### src/rtl/pp_fifo_pkg.sv
package pp_fifo_pkg;

    typedef enum logic {
        PP_FWD = 1'b0,
        PP_REV = 1'b1
    } pp_dir_e;

    typedef struct packed {
        logic svc;
        logic irq;
    } pp_svc_state_t;

endpackage

### src/rtl/pp_fifo_route.sv
module pp_fifo_route
    import pp_fifo_pkg::*;
#(
    parameter int DW = 8
) (
    input  logic          dir_i,
    input  logic          host_wr_i,
    input  logic [DW-1:0] host_wdata_i,
    input  logic          host_rd_i,
    input  logic          pin_valid_i,
    input  logic [DW-1:0] pin_data_i,
    input  logic          pout_ready_i,
    input  logic          full_i,
    input  logic          empty_i,
    output logic          push_o,
    output logic [DW-1:0] push_data_o,
    output logic          pop_o,
    output logic          pin_ready_o,
    output logic          pout_valid_o
);

    pp_dir_e dir;
    assign dir = pp_dir_e'(dir_i);

    always_comb begin
        push_o       = 1'b0;
        push_data_o  = host_wdata_i;
        pop_o        = 1'b0;
        pin_ready_o  = 1'b0;
        pout_valid_o = 1'b0;
        if (dir == PP_FWD) begin
            push_o       = host_wr_i & ~full_i;
            push_data_o  = host_wdata_i;
            pout_valid_o = ~empty_i;
            pop_o        = pout_ready_i & ~empty_i;
        end else begin
            pin_ready_o  = ~full_i;
            push_o       = pin_valid_i & ~full_i;
            push_data_o  = pin_data_i;
            pop_o        = host_rd_i & ~empty_i;
        end
    end

endmodule

### src/rtl/pp_fifo_store.sv
module pp_fifo_store #(
    parameter int DW    = 8,
    parameter int DEPTH = 16
) (
    input  logic                       clk,
    input  logic                       rst_n,
    input  logic                       push_i,
    input  logic [DW-1:0]              push_data_i,
    input  logic                       pop_i,
    output logic [DW-1:0]              head_o,
    output logic [$clog2(DEPTH+1)-1:0] count_o,
    output logic [$clog2(DEPTH+1)-1:0] free_o,
    output logic                       full_o,
    output logic                       empty_o
);

    localparam int CNT_W = $clog2(DEPTH + 1);
    localparam int PTR_W = (DEPTH > 1) ? $clog2(DEPTH) : 1;
    localparam logic [CNT_W-1:0] DEPTH_C = CNT_W'(DEPTH);
    localparam logic [PTR_W-1:0] LAST_P  = PTR_W'(DEPTH - 1);

    typedef struct packed {
        logic [PTR_W-1:0] wr_ptr;
        logic [PTR_W-1:0] rd_ptr;
        logic [CNT_W-1:0] count;
    } store_state_t;

    store_state_t st_d, st_q;
    logic [DW-1:0] mem_q [DEPTH];

    function automatic logic [PTR_W-1:0] bump(input logic [PTR_W-1:0] p);
        return (p == LAST_P) ? '0 : p + 1'b1;
    endfunction

    always_comb begin
        st_d = st_q;
        if (push_i) begin
            st_d.wr_ptr = bump(st_q.wr_ptr);
        end
        if (pop_i) begin
            st_d.rd_ptr = bump(st_q.rd_ptr);
        end
        case ({push_i, pop_i})
            2'b10:   st_d.count = st_q.count + 1'b1;
            2'b01:   st_d.count = st_q.count - 1'b1;
            default: st_d.count = st_q.count;
        endcase
    end

    always_ff @(posedge clk) begin
        if (!rst_n) begin
            st_q <= '0;
        end else begin
            st_q <= st_d;
        end
    end

    for (genvar i = 0; i < DEPTH; i++) begin : g_slot
        always_ff @(posedge clk) begin
            if (push_i && (st_q.wr_ptr == PTR_W'(i))) begin
                mem_q[i] <= push_data_i;
            end
        end
    end

    assign head_o  = mem_q[st_q.rd_ptr];
    assign count_o = st_q.count;
    assign free_o  = DEPTH_C - st_q.count;
    assign full_o  = (st_q.count == DEPTH_C);
    assign empty_o = (st_q.count == '0);

endmodule

### src/rtl/pp_svc_ctl.sv
module pp_svc_ctl
    import pp_fifo_pkg::*;
#(
    parameter int CNT_W = 5,
    parameter int THR_W = 4
) (
    input  logic             clk,
    input  logic             rst_n,
    input  logic             dir_i,
    input  logic             dma_en_i,
    input  logic             dma_tc_i,
    input  logic [THR_W-1:0] wr_thr_i,
    input  logic [THR_W-1:0] rd_thr_i,
    input  logic [CNT_W-1:0] count_i,
    input  logic [CNT_W-1:0] free_i,
    input  logic             full_i,
    input  logic             empty_i,
    input  logic             sw_wr_i,
    input  logic             sw_val_i,
    output logic             svc_o,
    output logic             irq_o,
    output logic             dma_req_o
);

    localparam int CMP_W = (CNT_W > THR_W) ? CNT_W : THR_W;

    pp_dir_e       dir;
    pp_svc_state_t sv_d, sv_q;
    logic          event_hit;
    logic          room_fwd;
    logic          data_rev;

    assign dir = pp_dir_e'(dir_i);

    always_comb begin
        if (dma_en_i) begin
            event_hit = dma_tc_i;
        end else if (dir == PP_FWD) begin
            event_hit = CMP_W'(free_i) >= CMP_W'(wr_thr_i);
        end else begin
            event_hit = CMP_W'(count_i) >= CMP_W'(rd_thr_i);
        end
    end

    always_comb begin
        sv_d = sv_q;
        if (sw_wr_i) begin
            sv_d.svc = sw_val_i;
            if (!sw_val_i) begin
                sv_d.irq = 1'b0;
            end
        end else if (!sv_q.svc && event_hit) begin
            sv_d.svc = 1'b1;
            sv_d.irq = 1'b1;
        end
    end

    always_ff @(posedge clk) begin
        if (!rst_n) begin
            sv_q <= '{svc: 1'b1, irq: 1'b0};
        end else begin
            sv_q <= sv_d;
        end
    end

    assign room_fwd  = (dir == PP_FWD) && !full_i;
    assign data_rev  = (dir == PP_REV) && !empty_i;
    assign svc_o     = sv_q.svc;
    assign irq_o     = sv_q.irq;
    assign dma_req_o = dma_en_i && !sv_q.svc && (room_fwd || data_rev);

endmodule

### src/rtl/pp_fifo_svc.sv
module pp_fifo_svc #(
    parameter int DW    = 8,
    parameter int DEPTH = 16,
    parameter int THR_W = 4
) (
    input  logic             clk,
    input  logic             rst_n,
    input  logic             dir_i,
    input  logic             dma_en_i,
    input  logic             dma_tc_i,
    input  logic [THR_W-1:0] wr_thr_i,
    input  logic [THR_W-1:0] rd_thr_i,
    input  logic             host_wr_i,
    input  logic [DW-1:0]    host_wdata_i,
    input  logic             host_rd_i,
    output logic [DW-1:0]    host_rdata_o,
    input  logic             svc_wr_i,
    input  logic             svc_wdata_i,
    output logic             svc_o,
    output logic             irq_o,
    output logic             dma_req_o,
    output logic             full_o,
    output logic             empty_o,
    output logic             not_full_o,
    output logic             not_empty_o,
    input  logic             pin_valid_i,
    input  logic [DW-1:0]    pin_data_i,
    output logic             pin_ready_o,
    output logic             pout_valid_o,
    output logic [DW-1:0]    pout_data_o,
    input  logic             pout_ready_i
);

    localparam int CNT_W = $clog2(DEPTH + 1);

    logic             push;
    logic [DW-1:0]    push_data;
    logic             pop;
    logic [DW-1:0]    head;
    logic [CNT_W-1:0] count;
    logic [CNT_W-1:0] free;
    logic             full;
    logic             empty;

    pp_fifo_route #(.DW(DW)) u_route (
        .dir_i        (dir_i),
        .host_wr_i    (host_wr_i),
        .host_wdata_i (host_wdata_i),
        .host_rd_i    (host_rd_i),
        .pin_valid_i  (pin_valid_i),
        .pin_data_i   (pin_data_i),
        .pout_ready_i (pout_ready_i),
        .full_i       (full),
        .empty_i      (empty),
        .push_o       (push),
        .push_data_o  (push_data),
        .pop_o        (pop),
        .pin_ready_o  (pin_ready_o),
        .pout_valid_o (pout_valid_o)
    );

    pp_fifo_store #(.DW(DW), .DEPTH(DEPTH)) u_store (
        .clk         (clk),
        .rst_n       (rst_n),
        .push_i      (push),
        .push_data_i (push_data),
        .pop_i       (pop),
        .head_o      (head),
        .count_o     (count),
        .free_o      (free),
        .full_o      (full),
        .empty_o     (empty)
    );

    pp_svc_ctl #(.CNT_W(CNT_W), .THR_W(THR_W)) u_svc (
        .clk       (clk),
        .rst_n     (rst_n),
        .dir_i     (dir_i),
        .dma_en_i  (dma_en_i),
        .dma_tc_i  (dma_tc_i),
        .wr_thr_i  (wr_thr_i),
        .rd_thr_i  (rd_thr_i),
        .count_i   (count),
        .free_i    (free),
        .full_i    (full),
        .empty_i   (empty),
        .sw_wr_i   (svc_wr_i),
        .sw_val_i  (svc_wdata_i),
        .svc_o     (svc_o),
        .irq_o     (irq_o),
        .dma_req_o (dma_req_o)
    );

    assign host_rdata_o = head;
    assign pout_data_o  = head;
    assign full_o       = full;
    assign empty_o      = empty;
    assign not_full_o   = ~full;
    assign not_empty_o  = ~empty;

endmodule

### config.mk
export PLATFORM = sky130hd
export DESIGN_NAME = pp_fifo_svc
export DESIGN_NICKNAME = d
export VERILOG_FILES = /design/src/rtl/pp_fifo_pkg.sv /design/src/rtl/pp_fifo_route.sv /design/src/rtl/pp_fifo_store.sv /design/src/rtl/pp_svc_ctl.sv /design/src/rtl/pp_fifo_svc.sv
export SDC_FILE = /design/constraint.sdc
export NUM_CORES = 1
export LEC_CHECK = 0
export BUFFER_PORTS_ARGS = -buffer_cell sky130_fd_sc_hd__buf_2
export CAP_MARGIN = 20
export CORE_UTILIZATION = 36
export CTS_CLUSTER_SIZE = 40
export DETAILED_ROUTE_END_ITERATION = 12
export GPL_TIMING_DRIVEN = 0
export PLACE_DENSITY = 0.57
export SYNTH_ARGS = -nofsm -noshare
export SYNTH_HDL_FRONTEND = slang
export SYNTH_SLANG_ARGS = --single-unit
### constraint.sdc
create_clock -name clk -period 3.3 [get_ports clk]
set_input_delay 0 -clock clk [delete_from_list [all_inputs] [get_ports clk]]
set_output_delay 0 -clock clk [all_outputs]
set_load 0.005 [all_outputs]
Word level (Yosys, flattened, before mapping):

Memories as Yosys holds them, arrays and structs flattened. A register that Yosys moved wholly into a read port is not among the register bits.
Cells that the tools add are included.

* flip-flop bits (word level): 15
* latch bits: 0
* RAM bits: 128
* bits in read-only memories: 0
* input port bits: 35
* output and inout port bits: 25
* word-level logic and storage cells: 177
* memories: 1

* add/subtract/negate cells: 5
* $mul: 0
* div/mod/pow operators: 0
* order comparisons: 2
* equality and inequality tests: 20
* shift operators: 0
* muxes and demuxes: 92
* bitwise logic cells: 7
* reduce and logical (&&, ||, !) cells: 45

Memories
* u_store.mem_q: words 16, width 8, read ports 1, clocked after memory_dff 1, wr ports 1, line pp_fifo_store.sv:29 `logic [DW-1:0] mem_q [DEPTH];`

Operators by type and width (count)
* $mux W8: 16
* $reduce_or A8 Y1: 15
* $mux W4: 19
* $mux W1: 54
* $eq A4 B4 Y1 const B: 9
* $logic_and A1 B1 Y1: 21
* $eq A4 B3 Y1 const B: 4
* $ge A5 B4 Y1: 2
* $pmux W5 S2: 1
* $add A4 B1 Y4 const B: 2
* $eq A4 B2 Y1 const B: 2
* $add A5 B1 Y5 const B: 1
* $eq A5 B5 Y1 const B: 1
* $logic_not A5 Y1: 1
* $sub A5 B1 Y5 const B: 1
* $sub A5 B5 Y5 const A: 1
* $and A1 B1 Y1: 4
* $eq A4 B1 Y1 const B: 1
* $logic_not A4 Y1: 1
* $mux W2: 2
* $reduce_bool A2 Y1: 2
* $logic_not A1 Y1: 3
* $not A1 Y1: 3
* $eq A2 B1 Y1 const B: 1
* other kinds (4): 4

Longest topological paths before layout:

Gate-level depths: netlist of the first run.

* depth after elaboration: 23
* gate-level depth with buffers: 13
* mapped depth without buffers: 13

Cells and area by module:

Synthesis of the first run repeated with hierarchy kept, for this count alone.

* cell total of the unflattened synthesis: 400
* area total of the unflattened synthesis: 6555.0 µm²

By module, submodules not included
* pp_fifo_store: times used 1, cells an instance 333, area an instance 5995.8 µm², sequential area each 4184.0 µm²
* pp_svc_ctl: times used 1, cells an instance 42, area an instance 330.3 µm², sequential area each 40.0 µm²
* pp_fifo_route: times used 1, cells an instance 15, area an instance 161.4 µm², sequential area each 0.0 µm²
* pp_fifo_svc: times used 1, cells an instance 10, area an instance 67.6 µm², sequential area each 0.0 µm²

Least setup slack after synthesis of the first run:

Ideal clock, no wire load.

* kind: register to register
* from: register u_store.st_q (netlist bit u_store.count_o[0])
* to: register u_store.st_q (netlist bit u_store.count_o[4])
* setup time: 0.072 ns
* arrival: 2.754 ns
* required time: 3.228 ns
* setup slack: 0.474 ns
* stages on the path, launching flop included: 14
* path buffers: 0
* period minus slack after synthesis: 2.826 ns
* path through: dfxtp_1 -> inv_1 -> ha_1 -> nor3b_1 -> ha_1 -> nor2_4 -> inv_2 -> ha_1 -> inv_1 -> fa_1 -> nand2b_1 -> a21oi_1 -> mux2i_1 -> mux2i_1

* cells in the longest elaborated chain, start to end: 6
* elaborated cells between the ends (all ways): 16
* classes of those cells: add/sub (2); eq/ne (3); mux (3); bitwise (6); reduce/logical (2)

RTL lines
* from (decl): line pp_fifo_store.sv:28 `store_state_t st_d, st_q;`
* from (signal assigned): line pp_fifo_store.sv:54 `st_q <= st_d;`
* $eq A5 B5 Y1 (*): line pp_fifo_store.sv:69 `assign full_o = (st_q.count == DEPTH_C);`
* via full_o: line pp_fifo_svc.sv:22 `output logic full_o,`
* $not A1 Y1 (*): line pp_fifo_route.sv:32, pp_fifo_route.sv:38
* $and A1 B1 Y1, on equally long branches: line pp_fifo_route.sv:32, pp_fifo_route.sv:38
* $mux W1 (*): line pp_fifo_route.sv:31 `if (dir == PP_FWD) begin`
* $eq A2 B1 Y1 or $eq A2 B2 Y1 (tied branches): line pp_fifo_store.sv:43 `case ({push_i, pop_i})`
* $pmux W5 S2 or $reduce_bool A2 Y1 (tied branches)

The timed path passes the listed nets; every way through them passes the cells marked *.
A chain may end at the register's enable or synchronous reset.

Worst setup path in the final report of the first run:

* from: register u_store.st_q (netlist bit u_store.count_o[0])
* to: register u_svc.sv_q (netlist bit u_svc.irq_o)

* cells in the longest elaborated chain, start to end: 7
* elaborated cells between the ends (all ways): 8
* classes of those cells: add/sub (1); order compare (2); mux (2); reduce/logical (3)

RTL lines
* $sub A5 B5 Y5: line pp_fifo_store.sv:68 `assign free_o = DEPTH_C - st_q.count;`
* $ge A5 B4 Y1: line pp_svc_ctl.sv:39 `event_hit = CMP_W'(free_i) >= CMP_W'(wr_thr_i);`
* $mux W1 (*): line pp_svc_ctl.sv:38 `end else if (dir == PP_FWD) begin`
* $mux W1 (*): line pp_svc_ctl.sv:36 `if (dma_en_i) begin`
* $logic_and A1 B1 Y1 (*): line pp_svc_ctl.sv:52 `end else if (!sv_q.svc && event_hit) begin`
* $reduce_bool A2 Y1 (no source line) (*)
* $reduce_and A2 Y1 (no source line) (*)
* to (signal assigned): line pp_svc_ctl.sv:60 `sv_q <= '{svc: 1'b1, irq: 1'b0};`
* to (signal assigned): line pp_svc_ctl.sv:62 `sv_q <= sv_d;`
* to (decl): line pp_svc_ctl.sv:28 `pp_svc_state_t sv_d, sv_q;`

Every way passes the cells marked *; elsewhere a longest branch is shown, timed or not.

==> flow_summary.ini, run 1 <==
[global_route]
grt_pass1_vias = 3670
grtUsageTotal_pct = 15.9
antenna_found_initial = 0
grt_max_degree = 17
grt_overflow_total = 0
grt_pass1_wl_um = 20700

[min_path]
min_to = u_store.mem_q[12][4]
hold_depth = 2
hp-class = input port to flop
min-delay-start = host_wdata_i[4]

[detailed_routing]
drcViolationCount = 0
ant_nets = 0
totalWireLength_um = 13300
drt_iter0_markers = 194
routed_via_density = 4.99
dr_total_vias = 3520
firstDrtPassIters = 5
wl_per_cell_um = 18.8

[sta]
worstMarginPinSlew_ps = 761
setup_viol = 0
finalCritPeriodShare_pct = 95.1
timing.fmax_ghz = 0.319
hold_ws_ps = 131
relSlewSlack_pct = 49.1
rsz0062_at_grt = true
worst_slack_ps = 160
hold_viol = 0
skew_ps = 5.65
fin_crit_ps = 3140
drv_slew = 0

[power]
powerDensity_nw_per_um2 = 735
p_int_uw = 4150
p_sw_uw = 1520
swShare_pct = 26.9
power_frac_comb_pct = 26.8
max-vdd-ir-drop_v = 0.000402
p_seq_share_pct = 38.8
total_power_uw = 5670
clock_power_share_pct = 34.4
p_leak_uw = 0.00279

[layout]
multi_input_comb_area_um2 = 2000
antenna_cells = 0
nets = 523
num-fill-cells = 1561
final_cell_mix = edfxtp_1, buf_2, nand2_1
instances_no_fill = 705
drive_above_1_share_pct = 28.3
syn2layout_area_growth_pct = 19.8
final_common_cell = edfxtp_1
regArea_um2 = 4230

[yosys]
synth-compound-area-share_pct = 4.56
synthMuxAreaShare_pct = 14.1
synth.avg_cell_area_um2 = 16.8
syn_nets = 439
synth_top_family_by_area = multiplexers
synthTopCellsByArea = edfxtp_1, mux4_1, dfxtp_1
yosys.area_share.simple_pct = 6.84
synthXorXnorAreaFrac_pct = 0.816
synth_cells = 383
synthesis.area_um2 = 6440
ys_ff_latch = 147
yosys_warnings = 0
synth_top_area_share_pct = 59.7
ys_types = 47
synth_top_area_cell = edfxtp_1
ys_seq_area_share_pct = 65.6
synthAdderAreaFrac_pct = 4.19

[clock_network]
cts_tree = yes
htreeDepth = 4
clk_pin_slew_worst_paths_ps = 60
cts_buffers = 17
ctsLongestPathBuffers = 2
clk_latency_ps = 420
cts.sinks = 147
cts-root-buf = clkbuf_16

[floorplanning]
initial_core_util_pct = 37.1
die_h_um = 136
dieArea_um2 = 18400
io-pin-count = 60
core_um2 = 17400
die_w_um = 136
fp-row-count = 48

[placement]
numPlacedInstances = 666
dp_hpwl_um = 8990
place_congestion = 0.770
portBuffers = 58
dp_slack_ps = -37.5

[worst_setup_path]
crit_required_ps = 3600
end_kind = flop
arrival_ps = 3440
r2r_slack_ps = 160
critPathMaxFanout = 4
worst_setup_path_start_kind = flop
rr_worst_depth = 10
r2r_end = u_svc.irq_o
critPathKind = flop to flop
r2r_start = u_store.count_o[0]

[job]
drv_cap = 0

[status]
outcome = completed
==> kinds of logic (layout without fill, tap and decap cells) <==
| kind of cell | after synthesis | count (layout) |
|---|---|---|
| flops | 147 | 147 |
| simple gates | 80 | 80 |
| mux | 44 | 44 |
| compound gates | 43 | 43 |
| buf+inv | 42 | 139 |
| fa+ha+maj | 21 | 21 |
| xor+xnor | 6 | 6 |
==> synth_stat cells (all sizes together) <==
master	number
a21o	2
nand2b	3
or3	1
a32oi	1
dfxtp	19
xnor2	4
mux2	8
a211oi	1
o2111a	1
nor2	18
dlymetal6s4s	1
fa	1
and2b	1
nand4b	1
a21oi	8
xor2	2
nor3	2
a31o	1
buf	16
mux4	32
nor4b	2
a41o	1
o211ai	2
nor2b	3
edfxtp	128
clkbuf	5
o41ai	1
nor3b	7
o21ai	6
mux2i	4
a31oi	3
nand2	21
inv	18
and4	4
ha	20
clkdlybuf4s25	2
and2	13
nand3	4
a22oi	16
==> critical path: stages, from the launching register on <==
cell and delay [ps]:
dfxtp_2 370, inv_1 120, ha_1 240, nor3b_2 180, ha_2 340, nor4b_2 230
a211oi_1 70, a32oi_1 260, dlygate4sd3_1 590, o21ai_0 70, dlygate4sd3_1 550
==> state kept, by name, indices dropped and copies added, names as in the netlist, named ones only <==
register         count
u_store.mem_q      128
u_store.st_q         8
u_svc.svc_o          1
u_store.count_o      5
u_svc.irq_o          1
==> metrics by stage <==
stage	TNS, ps	cell area, um2	utilization, %
floorplan	0	6440	-
global placement	0	7010	40.4
detailed placement	-37.5	7010	40.4
CTS	0	7670	44.2
global route	-29.8	7720	44.5
finish	0	7720	44.5
==> power groups by stage <==
| stage | Clock, uW | Combinational, uW | Sequential (uW) |
|---|---|---|---|
| after floorplan | 0 | 1060 | 2210 |
| after global placement | 0 | 1460 | 2230 |
| after detailed placement | 0 | 1480 | 2230 |
| after CTS | 1980 | 1500 | 2200 |
| after global routing | 2060 | 1690 | 2210 |
| final | 1950 | 1520 | 2200 |
==> cell type report <==
cell class	instances	share of cell area (%)
Tap cell	225	3.65
Inverter	18	0.876
Multi-Input combinational cell	194	25.9
Clock buffer	19	5.61
Timing Repair Buffer	65	4.64
Sequential cell	147	54.8
Clock inverter	13	2.14
Buffer	24	2.37
==> worst max path at each step <==
stage | start | end | slack, ps | depth (start not counted)
3_3_place_gp | u_store.count_o[0] | u_store.count_o[4] | 20 | 12
4_1_cts | u_store.count_o[0] | u_store.count_o[4] | 40 | 12
6_report | u_store.count_o[0] | u_svc.irq_o | 160 | 10
5_1_grt | u_store.count_o[0] | u_svc.irq_o | -30 | 10
2_1_floorplan | u_store.count_o[0] | u_store.count_o[4] | 470 | 13
3_5_place_dp | u_store.count_o[0] | u_store.count_o[4] | -40 | 12
==> routing by layer <==
metal	wire [um]	GRT usage, %	vias to the layer above
li1	-	-	1672
met1	5850	19.4	1758
met2	6670	27.0	80
met3	613	4.30	10
met4	118	5.24	0
met5	0	0	-
==> what timing repair did <==
| action | 4_1_cts | 5_1_grt |
|---|---|---|
| resized for setup | 1 | 8 |
| pin swaps | 0 | 1 |
| hold buffers | 6 | 0 |
| gates cloned | 0 | 0 |
| buffers inserted | 0 | 1 |
| hold endpoints to repair | 4 | 0 |
| setup endpoints to repair | 1 | 2 |
Note: power is estimated with default switching activity, not from simulation.
==> run 2, diff against run 1 <==
==> constraint.sdc (replaced) <==
create_clock -name clk -period 3.6 [get_ports clk]
set_input_delay 0 -clock clk [delete_from_list [all_inputs] [get_ports clk]]
set_output_delay 0 -clock clk [all_outputs]
set_load 0.005 [all_outputs]
==> run 2 against run 1 <==
Against the previous run:
- wire length fell by 0.60%
- cell area fell by 0.54%
- global-route usage did not move
- clock power fell by 8%
- first-iteration DRC count fell by 4.6%
- sequential power fell by 9%
- combinational power fell by 11%
- worst setup slack improved by 190 ps
- largest power group unchanged
- critical path depth rose by 2
- sequential cell count did not move
- count of clock-buffer cells in the layout did not move
- register-to-register slack improved by 190 ps
==> flow_summary.ini, run 2 (synthesized netlist as in run 1, its figures left out) <==
[worst_setup_path]
crit_family = adder cells
worst_setup_path_start_kind = flop
critPathMaxFanout = 8
cpPeakStageDelay_ps = 410
crit_required_ps = 3950
crit_top_cell = ha_1
critPathKind = flop to flop
crit_path_top_delay_cell = dfxtp_1
end_kind = flop
crit_chain = inv_1 > ha_1 > nor3b_1 > ha_1 > nor2_2 > ha_1 > inv_1 > fa_1 > nand2b_1 > a21oi_1 > mux2i_1 > mux2i_1
arrival_ps = 3600
path_buf_inv = 2

[clock_network]
clk_latency_ps = 410
post_cts_buffers = 0
clk_pin_slew_worst_paths_ps = 60
ctsLongestPathBuffers = 2
cts.sinks = 147
htreeDepth = 4
cts_tree = yes
cts_buffers = 17
cts-root-buf = clkbuf_16

[sta]
finalCritPeriodShare_pct = 90.4
skew_ps = 5.04
timing.fmax_ghz = 0.307
worstMarginPinSlew_ps = 757
relSlewSlack_pct = 49.4
fin_crit_ps = 3250
setup_viol = 0
drv_slew = 0
finalSetupTns_ps = 0
hold_viol = 0
rsz0062_at_grt = false

[layout]
antenna_cells = 0
largest_reg_flops = 128
fin_util_pct = 44.2
largest_register = u_store.mem_q
finalInstanceArea_um2 = 7670
syn2layout_area_growth_pct = 19.1
final_cell_mix = edfxtp_1, buf_2, nand2_1
drive_above_1_share_pct = 26.9
nets = 522
final_common_cell = edfxtp_1
num-fill-cells = 1561

[floorplanning]
fp-row-count = 48
die_w_um = 136
dieArea_um2 = 18400
initial_core_util_pct = 37.1
die_h_um = 136
core_um2 = 17400
io-pin-count = 60

[power]
powerDensity_nw_per_um2 = 671
max-vdd-ir-drop_v = 0.000367
p_leak_uw = 0.00278
power_frac_comb_pct = 26.2
p_seq_share_pct = 39.1
p_int_uw = 3770
p_sw_uw = 1370
clock_power_share_pct = 34.7
swShare_pct = 26.7

[detailed_routing]
drcViolationCount = 0
routed_via_density = 5.02
ant_nets = 0
totalWireLength_um = 13200
firstDrtPassIters = 5
wl_per_cell_um = 18.7
drt_iter0_markers = 185
dr_total_vias = 3537

[global_route]
grt_overflow_total = 0
antenna_found_initial = 0
grt_max_degree = 17
grt_pass1_vias = 3670
grtUsageTotal_pct = 15.9
grt_pass1_wl_um = 20700

[placement]
place_area_um2 = 7010
place_congestion = 0.770
dp_hpwl_um = 8990
portBuffers = 58

[status]
outcome = completed

[job]
drv_cap = 0

[min_path]
hp-class = input port to flop
==> run 2: path summary, 6_finish.rpt <==
kind	start	endpoint	slack, ps	cells past startpoint
min	pout_ready_i	flop	110	4
max reg2reg	u_store.count_o[0]	u_store.count_o[4]	350	12
max	u_store.count_o[0]	u_store.count_o[4]	350	12
min reg2reg	u_store.count_o[4]	u_store.count_o[4]	520	2
==> run 2: per-layer routing <==
metal,vias to the layer above,share of wire (%),GRT usage (%)
li1,1671,-,-
met1,1767,44,19.4
met2,84,50,27.0
met3,15,4.4,4.30
met4,0,1.0,5.24
met5,-,0,0
==> run 2: worst register-to-register path, stage by stage, from the launching register on <==
cell and delay, ps:
dfxtp_1 410, inv_1 150, ha_1 250, nor3b_1 160, ha_1 320, nor2_2 310, ha_1 320, inv_1 90
fa_1 400, nand2b_1 160, a21oi_1 160, mux2i_1 250, mux2i_1 200
==> run 2: what timing repair did <==
| item | 4_1_cts | 5_1_grt |
|---|---|---|
| hold buffers | 6 | 0 |
| resized for setup | 0 | 1 |
| setup endpoints to repair | 0 | 1 |
| hold endpoints to repair | 4 | 0 |
==> run 2: area by class of cell <==
class	count	area, um2	area share [%]
Timing Repair Buffer	64	350	4.56
Inverter	18	67.6	0.880
Clock buffer	19	433	5.64
Sequential cell	147	4220	55.0
Buffer	24	183	2.38
Multi-Input combinational cell	194	1970	25.7
Clock inverter	13	165	2.15
Tap cell	225	282	3.67
==> run 2: power by group through the flow <==
| stage | registers [uW] | clock network [uW] | logic (uW) |
|---|---|---|---|
| after floorplan | 2020 | 0 | 972 |
| after detailed placement | 2050 | 0 | 1350 |
| after global placement | 2040 | 0 | 1340 |
| after CTS | 2010 | 1820 | 1370 |
| final | 2010 | 1790 | 1350 |
| after global routing | 2020 | 1890 | 1510 |
==> run 2: per-stage QoR <==
step	hold WS (ps)	total power, uW	setup WS [ps]	std cells
after detailed placement	326	3400	263	666
final	110	5150	346	704
after global routing	135	5420	89.1	704
after CTS	74.7	5200	227	704
after global placement	312	3380	322	666
after floorplan	115	2990	774	383
